### config.mk
export PLATFORM = sky130hd
export DESIGN_NAME = pll_dynupd_ctrl
export DESIGN_NICKNAME = d
export VERILOG_FILES = /design/src/rtl/pll_upd_pkg.sv /design/src/rtl/pll_upd_regs.sv /design/src/rtl/pll_upd_fsm.sv /design/src/rtl/pll_dynupd_ctrl.sv
export SDC_FILE = /design/constraint.sdc
export NUM_CORES = 1
export LEC_CHECK = 0
export BUFFER_PORTS_ARGS = -buffer_cell sky130_fd_sc_hd__buf_4
export CAP_MARGIN = 20
export CORE_ASPECT_RATIO = 1.5
export CORE_MARGIN = 3
export CORE_UTILIZATION = 51
export CTS_CLUSTER_SIZE = 10
export DETAILED_ROUTE_END_ITERATION = 8
export GPL_ROUTABILITY_DRIVEN = 0
export PLACE_DENSITY_LB_ADDON = 0.3
export RECOVER_POWER = 25
export SYNTH_ARGS = -nofsm -noshare
export SYNTH_HDL_FRONTEND = slang
export SYNTH_SLANG_ARGS = --single-unit
### constraint.sdc
create_clock -name clk -period 2.25 [get_ports clk]
set_clock_uncertainty 0.1 [all_clocks]
set_input_delay 0.3375 -clock clk [delete_from_list [all_inputs] [get_ports clk]]
set_output_delay 0.3375 -clock clk [all_outputs]
set_load 0.02 [all_outputs]
### src/rtl/pll_upd_pkg.sv
package pll_upd_pkg;

  localparam int MB_EN     = 0;
  localparam int MB_REQ    = 22;
  localparam int MB_BYP    = 23;
  localparam int MB_ERR    = 24;
  localparam int MB_DONE   = 25;
  localparam int MB_ACK    = 29;
  localparam int MB_ACTIVE = 30;

  typedef enum logic [2:0] {
    RA_MODE = 3'd0,
    RA_LVAL = 3'd1,
    RA_FRAC = 3'd2,
    RA_USER = 3'd3,
    RA_TMO  = 3'd4
  } reg_addr_e;

  typedef enum logic [1:0] {
    ST_IDLE,
    ST_GUARD,
    ST_RISE,
    ST_FALL
  } upd_state_e;

  function automatic logic [31:0] mode_word(input logic en, input logic req,
                                            input logic byp, input logic err,
                                            input logic done, input logic ack);
    logic [31:0] w;
    w = '0;
    w[MB_EN]     = en;
    w[MB_REQ]    = req;
    w[MB_BYP]    = byp;
    w[MB_ERR]    = err;
    w[MB_DONE]   = done;
    w[MB_ACK]    = ack;
    w[MB_ACTIVE] = en;
    return w;
  endfunction

  function automatic logic [31:0] frac_gate(input logic [31:0] frac, input logic use_frac);
    return use_frac ? frac : 32'd0;
  endfunction

endpackage

### src/rtl/pll_upd_regs.sv
module pll_upd_regs
  import pll_upd_pkg::*;
#(
  parameter int L_W     = 16,
  parameter int A_W     = 32,
  parameter int TO_W    = 16,
  parameter int TMO_RST = 1000
) (
  input  logic            clk,
  input  logic            rst_n,
  input  logic            wr,
  input  logic [2:0]      addr,
  input  logic [31:0]     wdata,
  output logic            en_q,
  output logic            byp_q,
  output logic            frac_en_q,
  output logic [L_W-1:0]  l_q,
  output logic [A_W-1:0]  a_q,
  output logic [TO_W-1:0] tmo_q
);

  logic unused_wd;
  assign unused_wd = ^wdata;

  always_ff @(posedge clk or negedge rst_n) begin
    if (!rst_n) begin
      en_q      <= 1'b0;
      byp_q     <= 1'b0;
      frac_en_q <= 1'b0;
      l_q       <= '0;
      a_q       <= '0;
      tmo_q     <= TO_W'(TMO_RST);
    end else if (wr) begin
      case (reg_addr_e'(addr))
        RA_MODE: begin
          en_q  <= wdata[MB_EN];
          byp_q <= wdata[MB_BYP];
        end
        RA_LVAL: l_q       <= wdata[L_W-1:0];
        RA_FRAC: a_q       <= wdata[A_W-1:0];
        RA_USER: frac_en_q <= wdata[0];
        RA_TMO:  tmo_q     <= wdata[TO_W-1:0];
        default: ;
      endcase
    end
  end

endmodule

### src/rtl/pll_upd_fsm.sv
module pll_upd_fsm
  import pll_upd_pkg::*;
#(
  parameter int TO_W      = 16,
  parameter int GUARD_CYC = 2
) (
  input  logic            clk,
  input  logic            rst_n,
  input  logic            wr_req1,
  input  logic            wr_req0,
  input  logic            allow,
  input  logic            byp,
  input  logic            err_clr,
  input  logic            core_ack,
  input  logic [TO_W-1:0] tmo_lim,
  output logic            req_q,
  output logic            done_q,
  output logic            err_q,
  output logic            start,
  output logic            busy,
  output logic            guard_act,
  output logic            ack_vis,
  output logic            ack_seen,
  output logic            ack_gone,
  output logic            sw_clr,
  output logic            timeout
);

  localparam int GW = (GUARD_CYC < 2) ? 1 : $clog2(GUARD_CYC);

  upd_state_e      st;
  logic [GW-1:0]   gcnt;
  logic [TO_W-1:0] tcnt;
  logic            cnt_on;

  assign busy      = (st != ST_IDLE);
  assign guard_act = (st == ST_GUARD);
  assign start     = wr_req1 && allow && (st == ST_IDLE);
  assign ack_vis   = core_ack && !guard_act;
  assign ack_seen  = (st == ST_RISE) && core_ack;
  assign ack_gone  = (st == ST_FALL) && !req_q && !core_ack;
  assign sw_clr    = (st == ST_FALL) && req_q && byp && wr_req0;
  assign cnt_on    = (st == ST_RISE) || ((st == ST_FALL) && !req_q);
  assign timeout   = cnt_on && (tcnt == tmo_lim) && !ack_seen && !ack_gone;

  always_ff @(posedge clk or negedge rst_n) begin
    if (!rst_n) begin
      st     <= ST_IDLE;
      gcnt   <= '0;
      tcnt   <= '0;
      req_q  <= 1'b0;
      done_q <= 1'b0;
      err_q  <= 1'b0;
    end else begin
      if (err_clr) err_q <= 1'b0;
      case (st)
        ST_IDLE: if (start) begin
          req_q  <= 1'b1;
          done_q <= 1'b0;
          gcnt   <= '0;
          st     <= ST_GUARD;
        end
        ST_GUARD: begin
          if (gcnt == GW'(GUARD_CYC - 1)) begin
            tcnt <= '0;
            st   <= ST_RISE;
          end else begin
            gcnt <= gcnt + 1'b1;
          end
        end
        ST_RISE: begin
          if (ack_seen) begin
            tcnt <= '0;
            st   <= ST_FALL;
            if (!byp) req_q <= 1'b0;
          end else if (timeout) begin
            err_q <= 1'b1;
            req_q <= 1'b0;
            st    <= ST_IDLE;
          end else begin
            tcnt <= tcnt + 1'b1;
          end
        end
        ST_FALL: begin
          if (sw_clr) req_q <= 1'b0;
          if (ack_gone) begin
            done_q <= 1'b1;
            st     <= ST_IDLE;
          end else if (timeout) begin
            err_q <= 1'b1;
            req_q <= 1'b0;
            st    <= ST_IDLE;
          end else if (cnt_on) begin
            tcnt <= tcnt + 1'b1;
          end
        end
        default: st <= ST_IDLE;
      endcase
    end
  end

endmodule

### src/rtl/pll_dynupd_ctrl.sv
module pll_dynupd_ctrl
  import pll_upd_pkg::*;
#(
  parameter int L_W        = 16,
  parameter int A_W        = 32,
  parameter int TO_W       = 16,
  parameter int TMO_RST    = 1000,
  parameter int GUARD_CYC  = 2,
  parameter bit DYN_UPDATE = 1'b1
) (
  input  logic           clk,
  input  logic           rst_n,
  input  logic           reg_wr,
  input  logic [2:0]     reg_addr,
  input  logic [31:0]    reg_wdata,
  output logic [31:0]    reg_rdata,
  output logic           core_latch,
  output logic [L_W-1:0] core_l,
  output logic [A_W-1:0] core_alpha,
  input  logic           core_ack
);

  logic            en_q, byp_q, frac_en_q;
  logic [L_W-1:0]  l_q;
  logic [A_W-1:0]  a_q;
  logic [TO_W-1:0] tmo_q;
  logic            mode_wr;
  logic            req_q, done_q, err_q;
  logic            start, busy, guard_act, ack_vis, ack_seen, ack_gone, sw_clr, timeout;

  assign mode_wr = reg_wr && (reg_addr == RA_MODE);

  pll_upd_regs #(.L_W(L_W), .A_W(A_W), .TO_W(TO_W), .TMO_RST(TMO_RST)) u_regs (
    .clk(clk), .rst_n(rst_n), .wr(reg_wr), .addr(reg_addr), .wdata(reg_wdata),
    .en_q(en_q), .byp_q(byp_q), .frac_en_q(frac_en_q),
    .l_q(l_q), .a_q(a_q), .tmo_q(tmo_q)
  );

  pll_upd_fsm #(.TO_W(TO_W), .GUARD_CYC(GUARD_CYC)) u_fsm (
    .clk(clk), .rst_n(rst_n),
    .wr_req1(mode_wr && reg_wdata[MB_REQ]),
    .wr_req0(mode_wr && !reg_wdata[MB_REQ]),
    .allow(en_q && DYN_UPDATE),
    .byp(byp_q),
    .err_clr(mode_wr && reg_wdata[MB_ERR]),
    .core_ack(core_ack), .tmo_lim(tmo_q),
    .req_q(req_q), .done_q(done_q), .err_q(err_q),
    .start(start), .busy(busy), .guard_act(guard_act),
    .ack_vis(ack_vis), .ack_seen(ack_seen), .ack_gone(ack_gone),
    .sw_clr(sw_clr), .timeout(timeout)
  );

  always_ff @(posedge clk or negedge rst_n) begin
    if (!rst_n) begin
      core_l     <= '0;
      core_alpha <= '0;
    end else if (start) begin
      core_l     <= l_q;
      core_alpha <= A_W'(frac_gate(32'(a_q), frac_en_q));
    end
  end

  assign core_latch = req_q;

  always_comb begin
    case (reg_addr_e'(reg_addr))
      RA_MODE: reg_rdata = mode_word(en_q, req_q, byp_q, err_q, done_q, ack_vis);
      RA_LVAL: reg_rdata = 32'(l_q);
      RA_FRAC: reg_rdata = 32'(a_q);
      RA_USER: reg_rdata = {31'd0, frac_en_q};
      RA_TMO:  reg_rdata = 32'(tmo_q);
      default: reg_rdata = 32'd0;
    endcase
  end

endmodule

# Yosys cells after proc, flatten, opt, wreduce, memory -nomap -nowiden
# Index checks and enable logic that the tools add are counted.
[word_totals]
mem_bits_rw = 0
reg_bits = 137
latch_bits = 0
elab_cells = 105
memories = 0
out_inout_bits = 81
romBits = 0
[op_classes]
n_bitwise = 0
addsub = 2
n_shift = 0
n_reduce_logical = 39
multipliers = 0
n_mux = 33
n_eq_ne = 17
div = 0
magnitude_cmp = 0
[op_table]
columns = ["operator", "count"]
rows = [
  ["32-bit one-hot mux with 5 select lines", 1],
  ["16-bit 2-to-1 mux", 6],
  ["16-bit one-hot mux with 3 select lines", 1],
  ["32-bit 2-to-1 mux", 1],
  ["16-bit by 1-bit adder with 16-bit output, second input constant", 1],
  ["16-bit == test", 1],
  ["1-bit logical AND", 16],
  ["1-bit 2-to-1 mux", 14],
  ["2-bit AND reduction", 7],
  ["2-bit 2-to-1 mux", 5],
  ["2-bit inequality test, second input constant", 4],
  ["2-bit one-hot mux with 4 select lines", 1],
  ["3-bit by 2-bit == test with 1-bit output, second input constant", 2],
  ["1-bit zero test", 6],
  ["3-bit by 2-bit inequality test with 1-bit output, second input constant", 2],
  ["1-bit one-hot mux with 2 select lines", 3],
  ["6-bit AND reduction", 1],
  ["3-bit nonzero test", 2],
  ["2-bit == test, second input constant", 2],
  ["2-bit by 1-bit inequality test with 1-bit output, second input constant", 2],
  ["4-bit AND reduction", 1],
  ["2-bit nonzero test", 2],
  ["3-bit by 1-bit == test with 1-bit output, second input constant", 1],
  ["3-bit == test, second input constant", 1],
  ["8 further kinds", 8],
]

# Depth between registers and ports, before layout
# Gate-level depths: netlist of the first run.
[logic_depth]
ltp_word = 9
ltp_mapped = 8
depth_no_buf = 6

# By module
# Synthesis of the first run repeated with hierarchy kept, for this count alone.
[unflattened]
hier_cells = 602
area_unflattened_um2 = 6847.8
[by_module_without_submodules]
columns = ["mod", "n_inst", "area_each_um2", "cells_per_inst", "seq_area_each_um2"]
rows = [
  ["pll_upd_regs", 1, 2780.2, 147, 1684.1],
  ["pll_dynupd_ctrl", 1, 2454.9, 264, 1201.2],
  ["pll_upd_fsm", 1, 1612.8, 191, 550.5],
]

# Worst setup path before layout of the first run
# No wires, ideal clock.
[synth_timing]
kind = "input -> output"
startpoint = "input reg_addr[0]"
endpoint = "output reg_rdata[10]"
path_slack_ns = 0.060
arrival_time_ns = 1.752
t_required_ns = 1.812
n_path_buf = 3
stages = 6
cell_sequence = "buf_2 nor2b_1 clkbuf_1 clkbuf_1 a22oi_1 o21ai_0"
[synth_via]
elab_chain_len = 2
[synth_lines]
columns = ["element", "line", "rtl"]
rows = [
  ["start, declared", "pll_dynupd_ctrl.sv:14", "input logic [2:0] reg_addr,"],
  ["3-bit == test (tied with other cells)", "pll_dynupd_ctrl.sv:66", "case (reg_addr_e'(reg_addr))"],
  ["32-bit one-hot mux with 5 select lines (*)", "pll_dynupd_ctrl.sv:66", ""],
  ["end, declared", "pll_dynupd_ctrl.sv:16", "output logic [31:0] reg_rdata,"],
]
# Every way passes the cells marked *; elsewhere a longest branch is shown, timed or not.

# Final worst setup path of the first run
[layout_timing]
startpoint = "register u_regs.tmo_q[8]"
endpoint = "register u_fsm.tcnt[1]"
[layout_via]
elab_chain_len = 6
[layout_lines]
columns = ["element", "line", "rtl"]
rows = [
  ["start, declared", "pll_upd_regs.sv:19", "output logic [TO_W-1:0] tmo_q"],
  ["start signal, assigned", "pll_upd_regs.sv:32", "tmo_q <= TO_W'(TMO_RST);"],
  ["start signal, assigned", "pll_upd_regs.sv:42", "RA_TMO: tmo_q <= wdata[TO_W-1:0];"],
  ["16-bit == test (*)", "pll_upd_fsm.sv:44", "assign timeout = cnt_on && (tcnt == tmo_lim) && !ack_seen && !ack_gone;"],
  ["1-bit logical AND (*) (3 in a row)", "pll_upd_fsm.sv:44", ""],
  ["3-bit by 2-bit inequality test with 1-bit output (no source line) / 2-bit inequality test (equally long branches)", "n/a", ""],
  ["6-bit AND reduction (no source line) (*)", "n/a", ""],
  ["end signal, assigned", "pll_upd_fsm.sv:81", "tcnt <= tcnt + 1'b1;"],
  ["end signal, assigned", "pll_upd_fsm.sv:94", "tcnt <= tcnt + 1'b1;"],
  ["end, declared", "pll_upd_fsm.sv:33", "logic [TO_W-1:0] tcnt;"],
]
# Marked as above.
# A chain may end at the register's enable or synchronous reset.

==> flow_summary.ini, run 1 <==
[outcome]
outcome = finished clean

[cells_and_area]
layout_common_cells = 149 x buf_4, 131 x dfrtp_1, 98 x nand2_1, 79 x mux2_2, 53 x o21ai_0
drive_gt1_frac = 0.384
multiInputGateArea_um2 = 2970
final_core_util = 0.669
regArea_um2 = 3440
fillers = 957
syn_to_final_growth_pct = 26.7
diodes = 0
fin_cells = 908
mostFrequentLayoutCell = buf_4
nets = 780

[floorplan]
die-area_um2 = 14500
die_h_um = 146
die_x_um = 99.4
initial_utilization = 0.528
design.core.area_um2 = 12600
num_rows = 50
boundaryPins = 120

[drt]
dr_wl_met2_um = 9560
drtIter0Drc = 347
wl_met1_um = 6750
dr.pass1.iters = 5
route.top_layer_used = met4
wirelength_um = 18200
drc = 0
vias_per_cell = 6.02
antenna_left = 0
wl_met3_um = 910
wire_per_inst_um = 20.0
vias = 5464

[placement]
placed_cells = 876
io_buffers = 119
dp_hpwl_um = 13000

[sta]
tns_ps = 0
slew_viol_final = 0
period_share = 0.963
period_needed_ps = 2170
hold_viol_final = 0
fmax_mhz = 461
final-setup-viol-count = 0
rsz0062_at_grt = no
slew_headroom = 0.244
worst_pin_slew_ps = 1130

[synth]
netlist_instances = 613
ys_ff_latch = 137
syn-cell-area_um2 = 6670
ys_seq_area_frac = 0.515
synth_flop_cell = dfrtp_1
syn_nets = 653
synth_top_area_frac = 0.492
yosys.cell_types.count = 62
async_reset_ff_frac = 1.00
yosys-top-cells-area = dfrtp_1 49%, mux2_2 13%, nand2_1 5.5%, o21ai_0 4.0%, dfstp_2 2.4%
synth_top_area_cell = dfrtp_1
synth_enable_flop_cells = 0
ys_warn_count = 0
postSynthAreaPerCell_um2 = 10.9

[grt]
grt.overflow.total = 0
antenna_found_initial = 0
track_usage = 0.257
grt_pass1_wl_um = 29400
grt_max_degree = 57
first_global_vias = 5708

[power]
powerDensity_nw_per_um2 = 966
ir_worst_vdd_mv = 0.637
power.leakage_uw = 0.00385

[clock_tree]
clk_pin_slew_ps = 60
cts_max_path_buffers = 2
cts_sinks = 137
cts_buffers = 17
clock_latency_ps = 420
cts_tree = built
post_cts_buffers = 0
cts_root_buf = clkbuf_16
cts_htree_levels = 4

[run]
max-cap-violations = 0

[worst_setup_path]
crit_fanout = 4
cp.arrival_ps = 2370
end_kind = register
required_ps = 2450
critical_path_class = reg2reg
reg2regPathDepth = 5
critPathLaunchType = register

[hold_path]
hold_class = in2reg
worstHoldPathCells = 2
[timing repair]
action / in CTS / in global routing
hold buffers: 1 / 0
endpoints found under the hold margin: 37 / 0
resized for setup: 0 / 3
endpoints found under the setup margin: 0 / 5
[sequential cells by signal, summed over array words and instances (netlist names)]
name              flops
u_fsm.done_q          1
u_fsm.st              2
u_regs.en_q           1
u_regs.frac_en_q      1
u_regs.a_q           32
u_fsm.req_q           1
core_l               16
u_regs.l_q           16
u_regs.tmo_q         16
u_fsm.tcnt           16
u_fsm.gcnt            1
u_fsm.err_q           1
u_regs.byp_q          1
core_alpha           32
[metrics by stage]
stage          worst slack (ps)  instance area, µm²  hold slack [ps]  power, µW
2_1_floorplan              60.2                6670            -58.1       4510
3_3_place_gp               96.3                7880              195       5320
3_5_place_dp               89.0                7880              194       5410
4_1_cts                    73.5                8470             45.4       8180
5_1_grt                    1.28                8450             49.7       8520
6_report                   82.3                8450             53.7       8160
[cell type report]
class	instances	share of cell area
Clock buffer	21	0.0557
Clock inverter	10	0.0139
Inverter	6	0.00267
Multi-Input combinational cell	420	0.351
Sequential cell	137	0.407
Tap cell	156	0.0231
Timing Repair Buffer	158	0.147
[report_power, final]
part           leakage (µW)  internal (µW)  switching [µW]
clock              0.000278           1710            1040
sequential          0.00175           2920             412
combinational       0.00182            959            1110
total               0.00385           5600            2570
[synthesized netlist by cell type (5+ instances only)]
cell type,n
buf_2,14
o211ai_1,5
nor3_1,6
nand3_1,10
or3_1,5
inv_1,6
nand4_1,7
nand2b_1,5
nand2_1,98
dfstp_2,6
and3_1,12
nor2_1,14
a22oi_1,15
o31ai_1,7
nor4_1,5
mux2i_1,7
o21ai_2,5
clkbuf_1,28
mux2_1,5
a41oi_1,9
o21ai_0,53
a21oi_1,6
a21boi_0,8
mux2_2,79
dfrtp_1,131
xnor2_1,6
xor2_1,8
[cell families after synthesis]
kind of cell | synth area share
and+or+nand+nor | 0.135
AOI/OAI and AO/OA | 0.132
adders and majority gates | 0.00188
muxes | 0.152
DFF | 0.515
xor gates and xnor gates | 0.0233
buffers and inverters | 0.0398
[path summary, 6_finish.rpt]
check	start	to	slack, ps
setup / recovery	u_regs.tmo_q[8]$_DFFE_PN1P_	u_fsm.tcnt[1]$_DFFE_PN0P_	80
hold / removal	reg_wdata[28]	u_regs.a_q[28]$_DFFE_PN0P_	50
setup reg to reg	u_regs.tmo_q[8]$_DFFE_PN1P_	u_fsm.tcnt[1]$_DFFE_PN0P_	80
hold reg to reg	core_alpha[29]$_DFFE_PN0P_	core_alpha[29]$_DFFE_PN0P_	380
max in group asynchronous	rst_n	u_regs.a_q[19]$_DFFE_PN0P_	260
min in group asynchronous	rst_n	u_regs.a_q[6]$_DFFE_PN0P_	570
[layer usage]
| layer | track usage | up-vias |
|---|---|---|
| met2 | 0.435 | 226 |
| met3 | 0.0492 | 68 |
| met1 | 0.297 | 2714 |
| met5 | 0 | - |
| li1 | - | 2456 |
| met4 | 0.154 | 0 |
[critical path: stages, from the launching register on]
cell     delay (ps)
dfstp_2         560
xnor2_1         140
nand4_2         130
or4b_4          610
o21ai_4         180
mux2_1          340
No activity file was read; power rests on OpenSTA's default activity.
==> run 2, diff against run 1 <==
==> constraint.sdc (replaced) <==
create_clock -name clk -period 2.25 [get_ports clk]
set_clock_uncertainty 0.1 [all_clocks]
set_input_delay 0.225 -clock clk [delete_from_list [all_inputs] [get_ports clk]]
set_output_delay 0.225 -clock clk [all_outputs]
set_load 0.02 [all_outputs]
==> run 2 against run 1 <==
  * Cell area rose by 3.5%
  * Cell count rose by 3.2%
  * Sequential share of layout area fell by 1.4 points
  * Sequential cell count did not move
  * Die area did not move
  * Routed wire length rose by 3.4%
  * Global-route usage rose by 0.60 points
  * Critical path depth did not move
  * Register-to-register slack barely moved
  * Via count rose by 0.81%
  * Non-clock buffer count rose by 29
  * Critical endpoint unchanged
  * Largest cell class unchanged
==> flow_summary.ini, run 2 (same netlist as run 1, synthesis figures left out) <==
[outcome]
outcome = finished clean

[cells_and_area]
largestRegisters = core_alpha (32), u_regs.a_q (32)
fin_cells = 937
syn_to_final_growth_pct = 31.1
mostFrequentLayoutCell = buf_4
diodes = 0
drive_gt1_frac = 0.365
layout_common_cells = 148 x buf_4, 131 x dfrtp_1, 98 x nand2_1, 79 x mux2_2, 53 x o21ai_0
nets = 809

[worst_setup_path]
crit_path_start = u_fsm.tcnt[15]$_DFFE_PN0P_
crit_end = u_fsm.tcnt[1]$_DFFE_PN0P_
reg2regPathDepth = 5
required_ps = 2450
reg2reg_to = u_fsm.tcnt[1]$_DFFE_PN0P_
cp.arrival_ps = 2370
critical_path_class = reg2reg
end_kind = register
rr_startpoint = u_fsm.tcnt[15]$_DFFE_PN0P_
crit_fanout = 5
critPathLaunchType = register
rrSetupSlack_ps = 80

[sta]
rsz0062_at_grt = no
setup_ws_ps = 82.6
worst_pin_slew_ps = 1250
tns_ps = 0
period_needed_ps = 2170
slew_headroom = 0.169
final-setup-viol-count = 0
fmax_mhz = 461
hold_viol_final = 0
slew_viol_final = 0
period_share = 0.963

[clock_tree]
cts_max_path_buffers = 2
cts_tree = built
post_cts_buffers = 0
cts_root_buf = clkbuf_16
clk_pin_slew_ps = 60
clock_latency_ps = 420
cts_buffers = 17
cts_htree_levels = 4
cts_sinks = 137

[drt]
dr.pass1.iters = 5
vias = 5508
antenna_left = 0
vias_per_cell = 5.88
drtIter0Drc = 267
wirelength_um = 18800
drc = 0
wire_per_inst_um = 20.1

[floorplan]
boundaryPins = 120
die_h_um = 146
die_x_um = 99.4
design.core.area_um2 = 12600
initial_utilization = 0.528
die-area_um2 = 14500
num_rows = 50

[grt]
track_usage = 0.263
grt.overflow.total = 0
grt_pass1_wl_um = 29900
antenna_found_initial = 0
grt_max_degree = 82
first_global_vias = 5771

[power]
ir_worst_vdd_mv = 0.636
power.internal_uw = 5650
p_switching_uw = 2630
p_seq_frac = 0.402
clkPwrFrac = 0.345
pwr-share-comb = 0.253
switching_share = 0.318
powerDensity_nw_per_um2 = 947
power.leakage_uw = 0.00397

[placement]
dp_hpwl_um = 12600
preCtsSetupSlack_ps = 83.4
io_buffers = 119
placed_cells = 873

[hold_path]
worstHoldPathCells = 3
hold_class = in2reg

[run]
max-cap-violations = 0
-- run 2: how the worst min path moves through the flow --
stage	startpoint	to	slack, ps
CTS	core_ack	u_fsm.req_q$_DFFE_PN0P_	110
detailed placement	rst_n	u_regs.a_q[9]$_DFFE_PN0P_	100
floorplan	rst_n	core_alpha[0]$_DFFE_PN0P_	-170
global placement	rst_n	core_l[9]$_DFFE_PN0P_	90
finish	core_ack	u_fsm.req_q$_DFFE_PN0P_	120
global route	reg_wr	u_regs.frac_en_q$_DFFE_PN0P_	140
-- run 2: cell type report --
type / count / area, µm²
fill: 907 / 3890
sequential: 137 / 3440
multi-input combinational: 420 / 2960
timing repair buffer: 187 / 1530
clock buffer: 18 / 429
tap: 156 / 195
clock inverter: 13 / 170
inverter: 6 / 22.5
-- run 2: repair_timing --
item | 4_1_cts | 5_1_grt
hold buffers | 33 | 0
resized for setup | 0 | 2
hold endpoints to repair | 114 | 0
setup endpoints to repair | 0 | 2
-- run 2: through the flow --
stage,utilization,power (µW),cell area [µm²],hold WS (ps)
6_report,0.692,8280,8740,120
5_1_grt,0.692,8650,8740,144
4_1_cts,0.693,8300,8760,108
3_5_place_dp,0.620,5380,7830,100
3_3_place_gp,0.620,5300,7830,94.7
2_1_floorplan,-,4510,6670,-171
-- run 2: power by group through the flow --
stage / combinational [µW] / sequential [µW] / clock, µW
2_1_floorplan: 1150 / 3370 / 0
3_3_place_gp: 1970 / 3330 / 0
3_5_place_dp: 2020 / 3360 / 0
4_1_cts: 2080 / 3330 / 2890
5_1_grt: 2270 / 3390 / 2990
6_report: 2090 / 3330 / 2860
-- run 2: routing by layer --
| layer | up-vias | track usage | wire length [µm] |
|---|---|---|---|
| met5 | - | 0 | 0 |
| met4 | 0 | 0.118 | 697 |
| met3 | 50 | 0.0488 | 773 |
| met2 | 200 | 0.463 | 10100 |
| met1 | 2742 | 0.307 | 7240 |
| li1 | 2516 | - | - |
-- run 2: critical path, stage by stage, from the launching register on --
cell     delay, ps
dfrtp_1        430
xnor2_1        270
nand4_2        130
or4b_4         620
o21ai_4        180
mux2_1         330
